## src/rtl/rul_pkg.sv

```systemverilog
package rul_pkg;
  typedef enum logic [1:0] {
    OP_IDLE   = 2'd0,
    OP_UNDO   = 2'd1,
    OP_RETIRE = 2'd2
  } rul_op_e;
endpackage

```

## src/rtl/rul_store.sv

```systemverilog
module rul_store #(
  parameter int W     = 8,
  parameter int DEPTH = 16,
  parameter int AW    = $clog2(DEPTH)
) (
  input  logic          clk,
  input  logic          we,
  input  logic [AW-1:0] waddr,
  input  logic [W-1:0]  wdata,
  input  logic [AW-1:0] raddr_a,
  output logic [W-1:0]  rdata_a,
  input  logic [AW-1:0] raddr_b,
  output logic [W-1:0]  rdata_b
);
  logic [W-1:0] mem [DEPTH];

  always_ff @(posedge clk) begin
    if (we) mem[waddr] <= wdata;
  end

  assign rdata_a = mem[raddr_a];
  assign rdata_b = mem[raddr_b];
endmodule

```

## src/rtl/rul_ctrl.sv

```systemverilog
module rul_ctrl
  import rul_pkg::*;
#(
  parameter int DEPTH = 16,
  parameter int SEQ_W = 16,
  parameter int AW    = $clog2(DEPTH),
  parameter int CW    = $clog2(DEPTH + 1)
) (
  input  logic             clk,
  input  logic             rst,
  input  logic             push_valid,
  input  logic             commit_valid,
  input  logic             squash_valid,
  input  logic [SEQ_W-1:0] squash_seq,
  input  logic [SEQ_W-1:0] newest_seq,
  output rul_op_e          op,
  output logic             wr_en,
  output logic [AW-1:0]    wr_ptr,
  output logic [AW-1:0]    newest_ptr,
  output logic [AW-1:0]    oldest_ptr,
  output logic             busy,
  output logic             full,
  output logic             empty,
  output logic             push_ready,
  output logic [CW-1:0]    count
);
  logic [SEQ_W-1:0] sq_r;
  logic             start_walk, end_walk;

  assign full       = (count == CW'(DEPTH));
  assign empty      = (count == '0);
  assign push_ready = !full && !busy;
  assign newest_ptr = wr_ptr - AW'(1);

  always_comb begin
    op         = OP_IDLE;
    wr_en      = 1'b0;
    start_walk = 1'b0;
    end_walk   = 1'b0;
    if (busy) begin
      if (!empty && (newest_seq > sq_r)) op = OP_UNDO;
      else                               end_walk = 1'b1;
    end else if (squash_valid) begin
      start_walk = 1'b1;
    end else begin
      if (commit_valid && !empty) op = OP_RETIRE;
      wr_en = push_valid && !full;
    end
  end

  always_ff @(posedge clk) begin
    if (rst) begin
      wr_ptr     <= '0;
      oldest_ptr <= '0;
      count      <= '0;
      busy       <= 1'b0;
      sq_r       <= '0;
    end else begin
      if (start_walk) begin
        sq_r <= squash_seq;
        busy <= !empty;
      end
      if (end_walk) busy <= 1'b0;
      if (op == OP_UNDO)   wr_ptr     <= newest_ptr;
      if (op == OP_RETIRE) oldest_ptr <= oldest_ptr + AW'(1);
      if (wr_en)           wr_ptr     <= wr_ptr + AW'(1);
      case ({wr_en, op != OP_IDLE})
        2'b10:   count <= count + CW'(1);
        2'b01:   count <= count - CW'(1);
        default: count <= count;
      endcase
    end
  end
endmodule

```

## src/rtl/rename_undo_log.sv

```systemverilog
module rename_undo_log
  import rul_pkg::*;
#(
  parameter int DEPTH      = 16,
  parameter int SEQ_W      = 16,
  parameter int AREG_W     = 5,
  parameter int PREG_W     = 7,
  parameter int PREG_LIMIT = 96,
  localparam int CW        = $clog2(DEPTH + 1)
) (
  input  logic              clk,
  input  logic              rst,
  input  logic              push_valid,
  input  logic [SEQ_W-1:0]  push_seq,
  input  logic [AREG_W-1:0] push_areg,
  input  logic [PREG_W-1:0] push_new_preg,
  input  logic [PREG_W-1:0] push_old_preg,
  output logic              push_ready,
  input  logic              commit_valid,
  input  logic              squash_valid,
  input  logic [SEQ_W-1:0]  squash_seq,
  output logic              busy,
  output logic              full,
  output logic              empty,
  output logic [CW-1:0]     count,
  output logic              map_we,
  output logic [AREG_W-1:0] map_areg,
  output logic [PREG_W-1:0] map_preg,
  output logic              free_we,
  output logic [PREG_W-1:0] free_preg,
  output logic              sb_we,
  output logic [PREG_W-1:0] sb_preg
);
  localparam int AW = $clog2(DEPTH);
  localparam int W  = SEQ_W + AREG_W + 2 * PREG_W;
  localparam logic [PREG_W-1:0] SB_LIM = PREG_W'(PREG_LIMIT);

  rul_op_e       op;
  logic          wr_en;
  logic [AW-1:0] wr_ptr, newest_ptr, oldest_ptr;
  logic [W-1:0]  newest, oldest;

  logic [SEQ_W-1:0]  n_seq;
  logic [AREG_W-1:0] n_areg;
  logic [PREG_W-1:0] n_new, n_old, o_old;
  logic              unused_oldest;

  assign {n_seq, n_areg, n_new, n_old} = newest;
  assign o_old         = oldest[PREG_W-1:0];
  assign unused_oldest = ^oldest[W-1:PREG_W];

  rul_ctrl #(.DEPTH(DEPTH), .SEQ_W(SEQ_W)) u_ctrl (
    .clk          (clk),
    .rst          (rst),
    .push_valid   (push_valid),
    .commit_valid (commit_valid),
    .squash_valid (squash_valid),
    .squash_seq   (squash_seq),
    .newest_seq   (n_seq),
    .op           (op),
    .wr_en        (wr_en),
    .wr_ptr       (wr_ptr),
    .newest_ptr   (newest_ptr),
    .oldest_ptr   (oldest_ptr),
    .busy         (busy),
    .full         (full),
    .empty        (empty),
    .push_ready   (push_ready),
    .count        (count)
  );

  rul_store #(.W(W), .DEPTH(DEPTH)) u_store (
    .clk     (clk),
    .we      (wr_en),
    .waddr   (wr_ptr),
    .wdata   ({push_seq, push_areg, push_new_preg, push_old_preg}),
    .raddr_a (newest_ptr),
    .rdata_a (newest),
    .raddr_b (oldest_ptr),
    .rdata_b (oldest)
  );

  always_ff @(posedge clk) begin
    if (rst) begin
      map_we    <= 1'b0;
      map_areg  <= '0;
      map_preg  <= '0;
      free_we   <= 1'b0;
      free_preg <= '0;
      sb_we     <= 1'b0;
      sb_preg   <= '0;
    end else begin
      map_we    <= (op == OP_UNDO);
      map_areg  <= n_areg;
      map_preg  <= n_old;
      free_we   <= (op != OP_IDLE);
      free_preg <= (op == OP_UNDO) ? n_new : o_old;
      sb_we     <= (op == OP_UNDO) && (n_new >= SB_LIM);
      sb_preg   <= n_new;
    end
  end
endmodule

```

## config.mk

```make
export PLATFORM = sky130hd
export DESIGN_NAME = rename_undo_log
export DESIGN_NICKNAME = d
export VERILOG_FILES = /design/src/rtl/rul_pkg.sv /design/src/rtl/rul_store.sv /design/src/rtl/rul_ctrl.sv /design/src/rtl/rename_undo_log.sv
export SDC_FILE = /design/constraint.sdc
export NUM_CORES = 1
export LEC_CHECK = 0
export BUFFER_PORTS_ARGS = -buffer_cell sky130_fd_sc_hd__buf_2
export CAP_MARGIN = 20
export CORE_MARGIN = 2
export CORE_UTILIZATION = 40
export CTS_CLUSTER_DIAMETER = 200
export DETAILED_ROUTE_END_ITERATION = 10
export MAX_ROUTING_LAYER = met4
export PLACE_DENSITY = 0.61
export SLEW_MARGIN = 25
export SYNTH_ARGS = -nofsm -noshare
export SYNTH_HDL_FRONTEND = slang
export SYNTH_SLANG_ARGS = --single-unit
```

## constraint.sdc

```tcl
create_clock -name clk -period 8.4 [get_ports clk]
set_input_delay 0.84 -clock clk [delete_from_list [all_inputs] [get_ports clk]]
set_output_delay 0.84 -clock clk [all_outputs]
set_load 0.02 [all_outputs]
```

# Yosys cells after proc, flatten, opt, wreduce, memory -nomap -nowiden

Memories as Yosys holds them, arrays and structs flattened. A register that Yosys moved wholly into a read port is not among the register bits.
Index checks and enable logic that the tools add are counted.
W data, S select, Z words.

Output and inout port bits: 38
Logic and storage cells: 56
Register bits: 59
Memories kept: 1
Bits of input ports: 56
Memory bits (writable): 560
Bits in latches: 0
Bits in read-only memories: 0

Memory list:

| memory      | depth | bits a word | rd ports | clocked after memory_dff | wr ports | RTL line        | source |
|---|---|---|---|---|---|---|---|
| u_store.mem | 16    | 35          | 2        | 1                        | 1        | rul_store.sv:15 | `logic [W-1:0] mem [DEPTH];` |

Equality and inequality tests: 5
Multiply operators: 0
Bitwise operators: 0
$lt $le $gt $ge: 2
Add/subtract/negate cells: 5
Shift-type cells: 0
Mux-type cells: 18
Reduce and logical (&&, ||, !) cells: 13
Div/mod/pow operators: 0

Operator list:

| operator              | count |
|---|---|
| $gt A16 B16 Y1        | 1 |
| $mux W4               | 4 |
| $pmux W5 S2           | 1 |
| $mux W1               | 9 |
| $add A4 B1 Y4 const B | 2 |
| $ge A7 B7 Y1 const B  | 1 |
| $mux W7               | 1 |
| $mux W2               | 3 |
| $reduce_bool A2 Y1    | 3 |
| $add A5 B1 Y5 const B | 1 |
| $eq A5 B5 Y1 const B  | 1 |
| $logic_and A1 B1 Y1   | 5 |
| $logic_not A5 Y1      | 1 |
| $sub A5 B1 Y5 const B | 1 |
| $eq A2 B1 Y1 const B  | 2 |
| $eq A2 B2 Y1 const B  | 2 |
| $sub A4 B1 Y4 const B | 1 |
| $logic_not A1 Y1      | 3 |
| $reduce_or A2 Y1      | 1 |

# Logic depth before layout (Yosys ltp)

Gate-level depths: netlist of run 1.

Depth in word-level cells: 9
Depth in mapped cells: 26
Gate-level depth less buffers: 19

# Cells and area by module

From an unflattened synthesis of run 1, not the netlist that was laid out.

Cell total of the unflattened synthesis: 1469
Area total of the unflattened synthesis: 27829.2 um2

By module, submodules not included:

| module          | instances | area each (um2) | cells an instance | sequential area each (um2) |
|---|---|---|---|---|
| rul_store       | 1         | 25072.8         | 1175              | 16816.1 |
| rul_ctrl        | 1         | 1853.0          | 224               | 600.6 |
| rename_undo_log | 1         | 903.4           | 70                | 580.6 |

# Least setup slack after synthesis of run 1

OpenSTA, ideal clock, no wires.

Path kind: register to register
From: register u_ctrl.wr_ptr[0]
To: register u_ctrl.count[4]
Slack: 2.541 ns
Clock period less this slack: 5.859 ns
Library setup time: 0.070 ns
Buffers on the path: 7
Data required time: 8.330 ns
Stages on the path, launching flop included: 25
Arrival time: 5.789 ns
Cells stage by stage: dfxtp_1 -> buf_6 -> buf_4 -> buf_2 -> inv_1 -> ha_1 -> buf_2 -> buf_2 -> clkbuf_1 -> mux4_2 -> mux4_2 -> ha_1 -> a21o_1 -> a21oi_1 -> o221ai_1 -> o31ai_4 -> buf_4 -> nand2_1 -> ha_1 -> fa_1 -> a21o_1 -> a21oi_1 -> xor2_1 -> or3_1 -> a21oi_1

Longest elaborated chain between the ends: 9
Elaborated cells on any way between the ends: 11
Classes of those cells: 1 x add/sub; 1 x order compare; 2 x eq/ne; 3 x mux; 3 x reduce/logical; 1 x memory

Ends and longest elaborated chain:

| element                                           | RTL line       | source |
|---|---|---|
| from (decl)                                       | rul_ctrl.sv:18 | `output logic [AW-1:0] wr_ptr,` |
| from (signal assigned)                            | rul_ctrl.sv:64 | `if (op == OP_UNDO) wr_ptr <= newest_ptr;` |
| from (signal assigned)                            | rul_ctrl.sv:66 | `if (wr_en) wr_ptr <= wr_ptr + AW'(1);` |
| $sub A4 B1 Y4 (*)                                 | rul_ctrl.sv:33 | `assign newest_ptr = wr_ptr - AW'(1);` |
| $mem_v2 Z16 W35 (*)                               | -              |  |
| $gt A16 B16 Y1 (*)                                | rul_ctrl.sv:41 | `if (!empty && (newest_seq > sq_r)) op = OP_UNDO;` |
| $logic_and A1 B1 Y1 (*)                           | rul_ctrl.sv:41 |  |
| $mux W1 (*)                                       | rul_ctrl.sv:41 |  |
| $mux W2 (*)                                       | rul_ctrl.sv:40 | `if (busy) begin` |
| $reduce_bool A2 Y1 (*)                            | rul_ctrl.sv:67 | `case ({wr_en, op != OP_IDLE})` |
| $eq A2 B1 Y1 or $eq A2 B2 Y1 (tied branches)      | rul_ctrl.sv:67 |  |
| $pmux W5 S2 or $reduce_bool A2 Y1 (tied branches) | -              |  |
| to (signal assigned)                              | rul_ctrl.sv:68 | `2'b10: count <= count + CW'(1);` |
| to (signal assigned)                              | rul_ctrl.sv:69 | `2'b01: count <= count - CW'(1);` |
| to (signal assigned)                              | rul_ctrl.sv:70 | `default: count <= count;` |
| to (decl)                                         | rul_ctrl.sv:25 | `output logic [CW-1:0] count` |

Mark *: on every way between the ends. The rest lies on a longest branch, timed or not.
A chain may end at the register's enable or synchronous reset.

# Worst setup path in the final report of run 1

Ends and elaborated chain as after synthesis.

==> results of run 1 <==
==> critical path, stage by stage (launching register included) <==
cell     delay (ns)
dfxtp_4        0.64
inv_1          0.22
ha_4           1.00
mux4_2         0.41
mux4_2         0.48
ha_1           0.33
nand4_1        0.22
nor4_1         0.33
and3b_1        0.25
o31ai_4        0.06
buf_4          0.29
nand2_1        0.10
ha_1           0.29
fa_1           0.43
a21o_1         0.18
a21oi_1        0.16
xor2_1         0.09
or3_1          0.31
a21oi_1        0.13
==> metal layers <==
layer / part of all wire [%] / vias to the layer above
met5: 0 / -
met3: 6.4 / 75
li1: - / 5163
met1: 44 / 6387
met4: 1.8 / 0
met2: 48 / 371
==> logic make-up after synthesis <==
| group | after synthesis | share of synthesized area [%] |
|---|---|---|
| buffers and inverters | 90 | 1.965 |
| flip-flops | 623 | 72.81 |
| AO/OA/AOI/OAI | 75 | 1.976 |
| multiplexers | 219 | 19.07 |
| XOR/XNOR | 8 | 0.3125 |
| AND/OR/NAND/NOR | 132 | 2.469 |
| adder cells (fa/ha/maj) | 27 | 1.391 |
==> sequential cells by signal, summed over array words and instances, names as in the netlist, named ones only <==
register,cells
u_store.mem,560
u_ctrl.sq_r,16
free_preg,7
map_preg,7
sb_preg,7
map_areg,5
u_ctrl.count,5
u_ctrl.oldest_ptr,4
u_ctrl.wr_ptr,4
free_we,1
map_we,1
sb_we,1
u_ctrl.busy,1
==> cell type report <==
type	count	area [sq um]	share of cell area, %
diodes	5	12.51	0.04400
clock buffers	93	1878	6.605
clock inverters	29	240.2	0.8448
inverters	24	90.09	0.3168
multi-input cells	461	6404	22.52
flip-flops and latches	623	18080	63.59
well taps	790	988.4	3.476
repair buffers	127	740.7	2.605
==> per-stage QoR <==
step	cells	utilization (%)	area [sq um]	hold slack (ns)	power, mW
after global placement	2024	42.74	26280	0.4482	5.095
after detailed placement	2025	42.78	26300	0.4496	5.114
after global routing	2152	46.25	28430	0.4647	8.168
final	2152	46.25	28430	0.4569	7.842
after CTS	2147	46.23	28420	0.4494	7.934
after floorplan	1174	-	24830	0.4363	4.665
==> how the worst min path moves through the flow <==
| stage | start | to | slack (ns) | depth (start not counted) |
|---|---|---|---|---|
| after CTS | squash_seq[4] | u_ctrl.sq_r[4] | 0.45 | 3 |
| after detailed placement | u_ctrl.sq_r[1] | u_ctrl.sq_r[1] | 0.45 | 2 |
| after global placement | u_ctrl.sq_r[13] | u_ctrl.sq_r[13] | 0.45 | 2 |
| after floorplan | u_ctrl.sq_r[10] | u_ctrl.sq_r[10] | 0.44 | 2 |
| after global routing | squash_seq[7] | u_ctrl.sq_r[7] | 0.46 | 3 |
| final | u_ctrl.sq_r[1] | u_ctrl.sq_r[1] | 0.46 | 2 |
==> power by group <==
part / total (mW) / internal (mW) / switching, mW
registers: 3.55 / 3.49 / 0.0608
clock network: 2.82 / 1.64 / 1.18
logic: 1.48 / 0.659 / 0.817
==> cells in the final DEF, fill, tap and decap left out, types with 9 or more instances in the layout <==
cell / Yosys / layout
nor2_4: 0 / 12
clkbuf_16: 0 / 70
inv_1: 24 / 24
mux4_2: 176 / 176
mux4_1: 21 / 21
dfxtp_1: 63 / 62
a211oi_1: 25 / 25
clkinv_1: 0 / 9
edfxtp_1: 560 / 560
a21oi_1: 33 / 33
mux2i_1: 22 / 22
buf_2: 19 / 93
nor2b_1: 14 / 14
ha_1: 26 / 25
nand2_1: 47 / 47
nor2_1: 33 / 21
clkbuf_1: 21 / 19
buf_4: 11 / 33
==> key figures, run 1 <==
Status
  • Status: completed

Timing
  • Max Clock Skew: approximately 0.037 ns
  • Final Setup Violations: 0
  • RSZ-0062 raised after global routing: false
  • Period minus WS final: 6.075 ns
  • Final worst-path cycle share: approximately 72%
  • Fin Setup TNS: 0 ns
  • Max Fclk: ~160 MHz
  • Fin. Hold Viols: 0
  • Worst Max-Slew Pin Slew: around 1.0 ns
  • Relative max-transition margin: a little under a third
  • Final Max Slew Viols: 0
  • Setup slack after layout: approximately 2.3 ns

Clock tree
  • Clock root buffer: clkbuf_16
  • CTS tree: done
  • Post-CTS Hold Fix Bufs: 0
  • Skew-Pair Late Insertion Delay: a little over 0.6 ns
  • CTS clk-pin slew, worst paths: ~0.060 ns
  • CTS sink cnt: 623
  • # resized after CTS: 0
  • Cts bufs inserted: 67
  • H-tree depth: 3
  • Clk buf depth: 3
  • Post-CTS setup buffers: 0

Layout
  • Nets: ~1400
  • FILL cells: ~5000
  • Layout cells sized above 1: a little under a third
  • P&R area growth vs syn: 14.53%

Setup path
  • Crit path DAT: about 6.6 ns
  • CP Max Fanout: 67
  • Crit path required time: between 8 and 9 ns
  • Crit Path Category: reg -> reg
  • Crit end category: flip-flop
  • Worst R2R Setup Slack: approximately 2.3 ns
  • Crit path from: u_ctrl.wr_ptr[0]
  • Register-to-Register Path Depth: 18
  • Reg2Reg Launch Point: u_ctrl.wr_ptr[0]
  • Reg2reg end: u_ctrl.count[4]
  • Startpoint Class: flip-flop
  • Worst Setup EP: u_ctrl.count[4]

Routing
  • Via-to-Cell Ratio: approximately 5.6
  • Pre-antenna DRT Iters: 6
  • Initial detailed-routing violation count: roughly 970
  • Vias: approximately 12000
  • Antenna Violating Nets Remaining: 0
  • WL per Instance: 26.10 um
  • Routed WL: approximately 56 mm
  • DRC Markers: 0

Logic synthesis
  • Post-synth EDFFs: 560
  • Count of cell types in the netlist: 43
  • Ys flop type: edfxtp_1
  • Most common cell in the netlist: edfxtp_1
  • Mapped cell area: approximately 25000 sq um
  • Post-synth ARST share: 0%
  • Synth Register Bits: about 620
  • Top post-synthesis cells by area: edfxtp_1 68%, mux4_2 16%, dfxtp_1 5.1%, mux4_1 2.2%, ha_1 1.3%
  • Yosys top cell area share: about 68%
  • Synthesized instance count: 1174
  • Syn. warnings: 0
  • Sequential area share after synthesis: 72.81%
  • Synth top cells by count: 560 x edfxtp_1, 176 x mux4_2, 63 x dfxtp_1, 47 x nand2_1
  • Syn_nets: ~1300
  • Avg Inst Size Synth: about 21 sq um
  • Synth area leader: edfxtp_1

Placed design
  • HPWL Detailed: ~32 mm
  • Placer Congestion: between 0.7 and 0.8
  • Port bufs: between 90 and 100
  • DP Worst Slack: 2.285 ns

Floorplanning
  • Starting Density: ~40%
  • Die ar.: around 64000 sq um
  • Die X: ~250 um
  • Die H: 253.1 um
  • Core Rows: 91
  • I/O pin count: 94
  • CORE AREA: 61480 sq um

Global routing
  • Vias in the first global route: approximately 12000
  • All-layer global routing usage: between 10% and 20%
  • GR Util met2: 28.55%
  • Initial antenna violation count: 5
  • Top Usage Layer GRT: met2
  • First-pass GRT wire length: between 80 and 90 mm
  • Largest net degree at the start of global routing: 68
  • GRT overflow: 0
  • GRT met1 Usage: about a quarter
  • Met3 global-route usage: under 10%

Hold path
  • Min-delay worst type: reg -> reg

Power
  • Power Density: 275.8 nW/um^2
  • Leakage: between 9 and 10 nW
  • Max IR drop VDD: 0.0001424 V

Run
  • Max Cap Violations: 0
Note: power is estimated with default switching activity, not from simulation.
==> inputs of run 2 (changes only) <==
ABC_AREA = 1   (was unset)
PLACE_DENSITY = 0.63   (was 0.61)
clock period = 5.45 ns   (was 8.4 ns; I/O delays follow)
==> run 2 against run 1 <==
Sequential cell count unchanged. First-iteration DRC count up 110%. Global-route usage up 2.6 points. Synthesized cell count up 84%. Design area up 2.4%. Non-clock buffer count up 4. Fmax up 28%. Register-to-register slack worse by 1.6 ns. Critical path type unchanged. Critical endpoint unchanged. Highest routed layer unchanged.
==> key figures, run 2 <==
Status
  • Status: completed

Clock tree
  • Clock root buffer: clkbuf_16
  • CTS sink cnt: 623 (unchanged)
  • Clk buf depth: 3 (unchanged)
  • Post-CTS setup buffers: 0 (unchanged)
  • Cts bufs inserted: 67 (unchanged)
  • CTS tree: done
  • Skew-Pair Late Insertion Delay: 0.62 ns (about the same)
  • H-tree depth: 3 (unchanged)
  • Post-CTS Hold Fix Bufs: 0 (unchanged)
  • CTS clk-pin slew, worst paths: 0.06 ns (about the same)
  • # resized after CTS: 0 (unchanged)

Logic synthesis
  • Sequential area share after synthesis: 70.26% (-2.6 points)
  • Synth Register Bits: 623 (unchanged)
  • Mapped cell area: 25730 sq um (+3.6%)
  • Ys flop type: edfxtp_1
  • Top post-synthesis cells by area: edfxtp_1 65%, dfxtp_1 4.9%, o21ai_0 4.9%, nand2_1 4.5%, a21oi_1 3.8%
  • Synth area leader: edfxtp_1
  • Synth top cells by count: 560 x edfxtp_1, 309 x nand2_1, 252 x o21ai_0, 197 x nor2_1, 194 x a21oi_1
  • Most common cell in the netlist: edfxtp_1
  • Avg Inst Size Synth: 11.93 sq um (-44%)
  • Post-synth ARST share: 0% (unchanged)
  • Syn. warnings: 0 (unchanged)
  • Yosys top cell area share: 65.36% (-2.4 points)
  • Syn_nets: 2239 (+78%)
  • Post-synth EDFFs: 560 (unchanged)
  • Count of cell types in the netlist: 34 (-21%)
  • Synthesized instance count: 2156 (+84%)

Placed design
  • Area after DPL: 27030 sq um (+2.8%)
  • Port bufs: 93 (unchanged)
  • Inst Count DP: 2984 (+47%)
  • HPWL Detailed: 36.76 mm (+15%)
  • Placer Congestion: 0.8246 (+5.7%)

Layout
  • Non-filler cells, final: 3110 (+45%)
  • Reg with most FFs: u_store.mem
  • Fin area: 29120 sq um (+2.4%)
  • Layout cells sized above 1: 11.19% (-20 points)
  • P&R area growth vs syn: 13.16%
  • Most common cell after layout, fill and taps aside: edfxtp_1
  • Nets: 2291 (+65%)
  • Regs by FF count: u_store.mem x560, u_ctrl.sq_r x16
  • Commonest cells after routing, fill and taps aside: 560 x edfxtp_1, 309 x nand2_1, 252 x o21ai_0
  • Max reg flops: 560 (unchanged)

Floorplanning
  • Die ar.: 66370 sq um (+3.6%)
  • Die X: 257.6 um (+1.8%)
  • Core Rows: 92 (+1.1%)
  • I/O pin count: 94 (unchanged)
  • Die H: 257.6 um (+1.8%)
  • Starting Density: 40.64% (+0.26 points)
  • CORE AREA: 63310 sq um (+3.0%)

Global routing
  • GRT met1 Usage: 28.14% (+2.8 points)
  • GR Util met2: 34.12% (+5.6 points)
  • GRT overflow: 0 (unchanged)
  • Largest net degree at the start of global routing: 201 (+200%)
  • First-pass GRT wire length: 103.6 mm (+24%)
  • Top Usage Layer GRT: met2
  • Vias in the first global route: 16640 (+34%)
  • All-layer global routing usage: 21.19% (+2.6 points)
  • Met3 global-route usage: 3.033% (-1.0 points)
  • Initial antenna violation count: 5 (unchanged)

Routing
  • Initial detailed-routing violation count: 2068 (+110%)
  • Via-to-Cell Ratio: 5.602 (+0.49%)
  • WL per Instance: 22.18 um (-15%)
  • DRC Markers: 0 (unchanged)
  • Routed WL: 68.98 mm (+23%)
  • Antenna Violating Nets Remaining: 0 (unchanged)
  • Pre-antenna DRT Iters: 6 (unchanged)
  • Vias: 17420 (+45%)

Run
  • Max Cap Violations: 0 (unchanged)

Power
  • Combinational Power Share: 45.5% (+27 points)
  • Power Density: 632.5 nW/um^2 (+130%)
  • Sw frac: 42.27% (+16 points)
  • Clock power frac: 23.4% (-13 points)
  • Sequential share of power: 31.1% (-14 points)
  • Max IR drop VDD: 0.0008007 V (+460%)
  • Total chip power: 18.41 mW (+130%)
  • Switching Power: 7.784 mW (+280%)
  • P_int: 10.63 mW (+84%)
  • Leakage: 10.15 nW (+11%)

Timing
  • Fin. Hold Viols: 0 (unchanged)
  • Relative max-transition margin: 29.07% (-2.5 points)
  • Max Clock Skew: 0.02804 ns (-0.009361 ns)
  • Period minus WS final: 4.749 ns (-1.326 ns)
  • Worst Max-Slew Pin Slew: 1.061 ns (+0.03471 ns)
  • Final worst-path cycle share: 87.14% (+15 points)
  • Final Max Slew Viols: 0 (unchanged)
  • Fin Setup TNS: 0 ns (unchanged)
  • Max Fclk: 210.6 MHz (+28%)
  • Final Setup Violations: 0 (unchanged)
  • RSZ-0062 raised after global routing: false

Setup path
  • Crit end category: flip-flop
  • Buf+Inv Stages, Crit Path: 4 (+2)
  • Crit Path Category: reg -> reg
  • Cell family with most CP delay: adder cells
  • Startpoint Class: flip-flop
  • Crit path DAT: 5.25 ns (-1.36 ns)
  • Crit path required time: 5.95 ns (-2.98 ns)
  • Worst path max stage delay: 0.48 ns (-0.52 ns)
  • Cell mode on critical path: nand2_1
  • Worst R2R Setup Slack: 0.70 ns (-1.62 ns)
  • Crit path max-delay cell type: clkinv_2
  • CP Max Fanout: 34 (-49%)

Hold path
  • Min-delay worst type: in -> reg
-- run 2: changes by cell type in the layout (fill, tap and decap cells not counted), sizes merged, moves of 22 or more --
cell,before,now
a221o,0,24
o211ai,1,78
o21ai,3,255
nand3,6,121
nand2,47,309
mux4,197,0
nor2,33,197
a211oi,25,1
inv,26,115
mux2i,22,0
a21oi,33,194
-- run 2: final cells by class --
cell class,instances,area (sq um)
timing repair buffer,131,812.0
multi-input combinational,1274,6664
clock buffer,92,1832
clock inverter,30,229.0
antenna,3,7.507
inverter,111,430.4
tap,846,1059
fill,5647,34200
sequential,623,18080
-- run 2: tightest hold or removal path, stage by stage --
cell and delay, ns:
buf_2 0.07, o21ai_0 0.07, nor2_1 0.07
-- run 2: logic make-up (layout without fill, tap and decap cells) --
group                    Yosys count  count (layout)  share of synthesized area, %
other                              0               3                             0
AO/OA/AOI/OAI                    608             608                         13.77
flip-flops                       623             623                         70.26
adder cells (fa/ha/maj)           27              27                         1.342
XOR/XNOR                           7               7                        0.3842
buffers and inverters            259             364                         4.357
AND/OR/NAND/NOR                  632             632                         9.886
-- run 2: per-layer routing --
metal / routed length (um) / part of all wire, % / up-vias
met5: 0 / 0 / -
met4: 1377 / 2.0 / 0
li1: - / - / 7959
met2: 33410 / 48 / 739
met3: 5440 / 7.9 / 113
met1: 28750 / 42 / 8610
-- run 2: worst paths after layout --
kind,depth (start not counted),start,end
worst max-delay path,25,u_ctrl.wr_ptr[1],u_ctrl.count[4]
worst min-delay path,3,squash_seq[0],u_ctrl.sq_r[0]
worst max register to register,25,u_ctrl.wr_ptr[1],u_ctrl.count[4]
worst min register to register,2,u_ctrl.oldest_ptr[3],flip-flop
-- run 2: power groups by stage --
stage | Clock (mW) | Sequential, mW | Combinational [mW]
4_1_cts | 4.38 | 5.72 | 8.34
3_3_place_gp | 0 | 5.81 | 8.18
6_report | 4.32 | 5.72 | 8.38
3_5_place_dp | 0 | 5.82 | 8.31
2_1_floorplan | 0 | 5.89 | 5.70
5_1_grt | 4.56 | 5.75 | 9.28
-- run 2: metrics by stage --
stage,hold slack (ns),setup slack [ns],utilization (%)
after floorplan,0.4353,0.8005,-
after global placement,0.4538,0.7431,42.66
after detailed placement,0.4707,0.7576,42.69
after CTS,0.1717,0.7571,45.95
after global routing,0.2055,0.1949,45.99
final,0.1902,0.7007,45.99
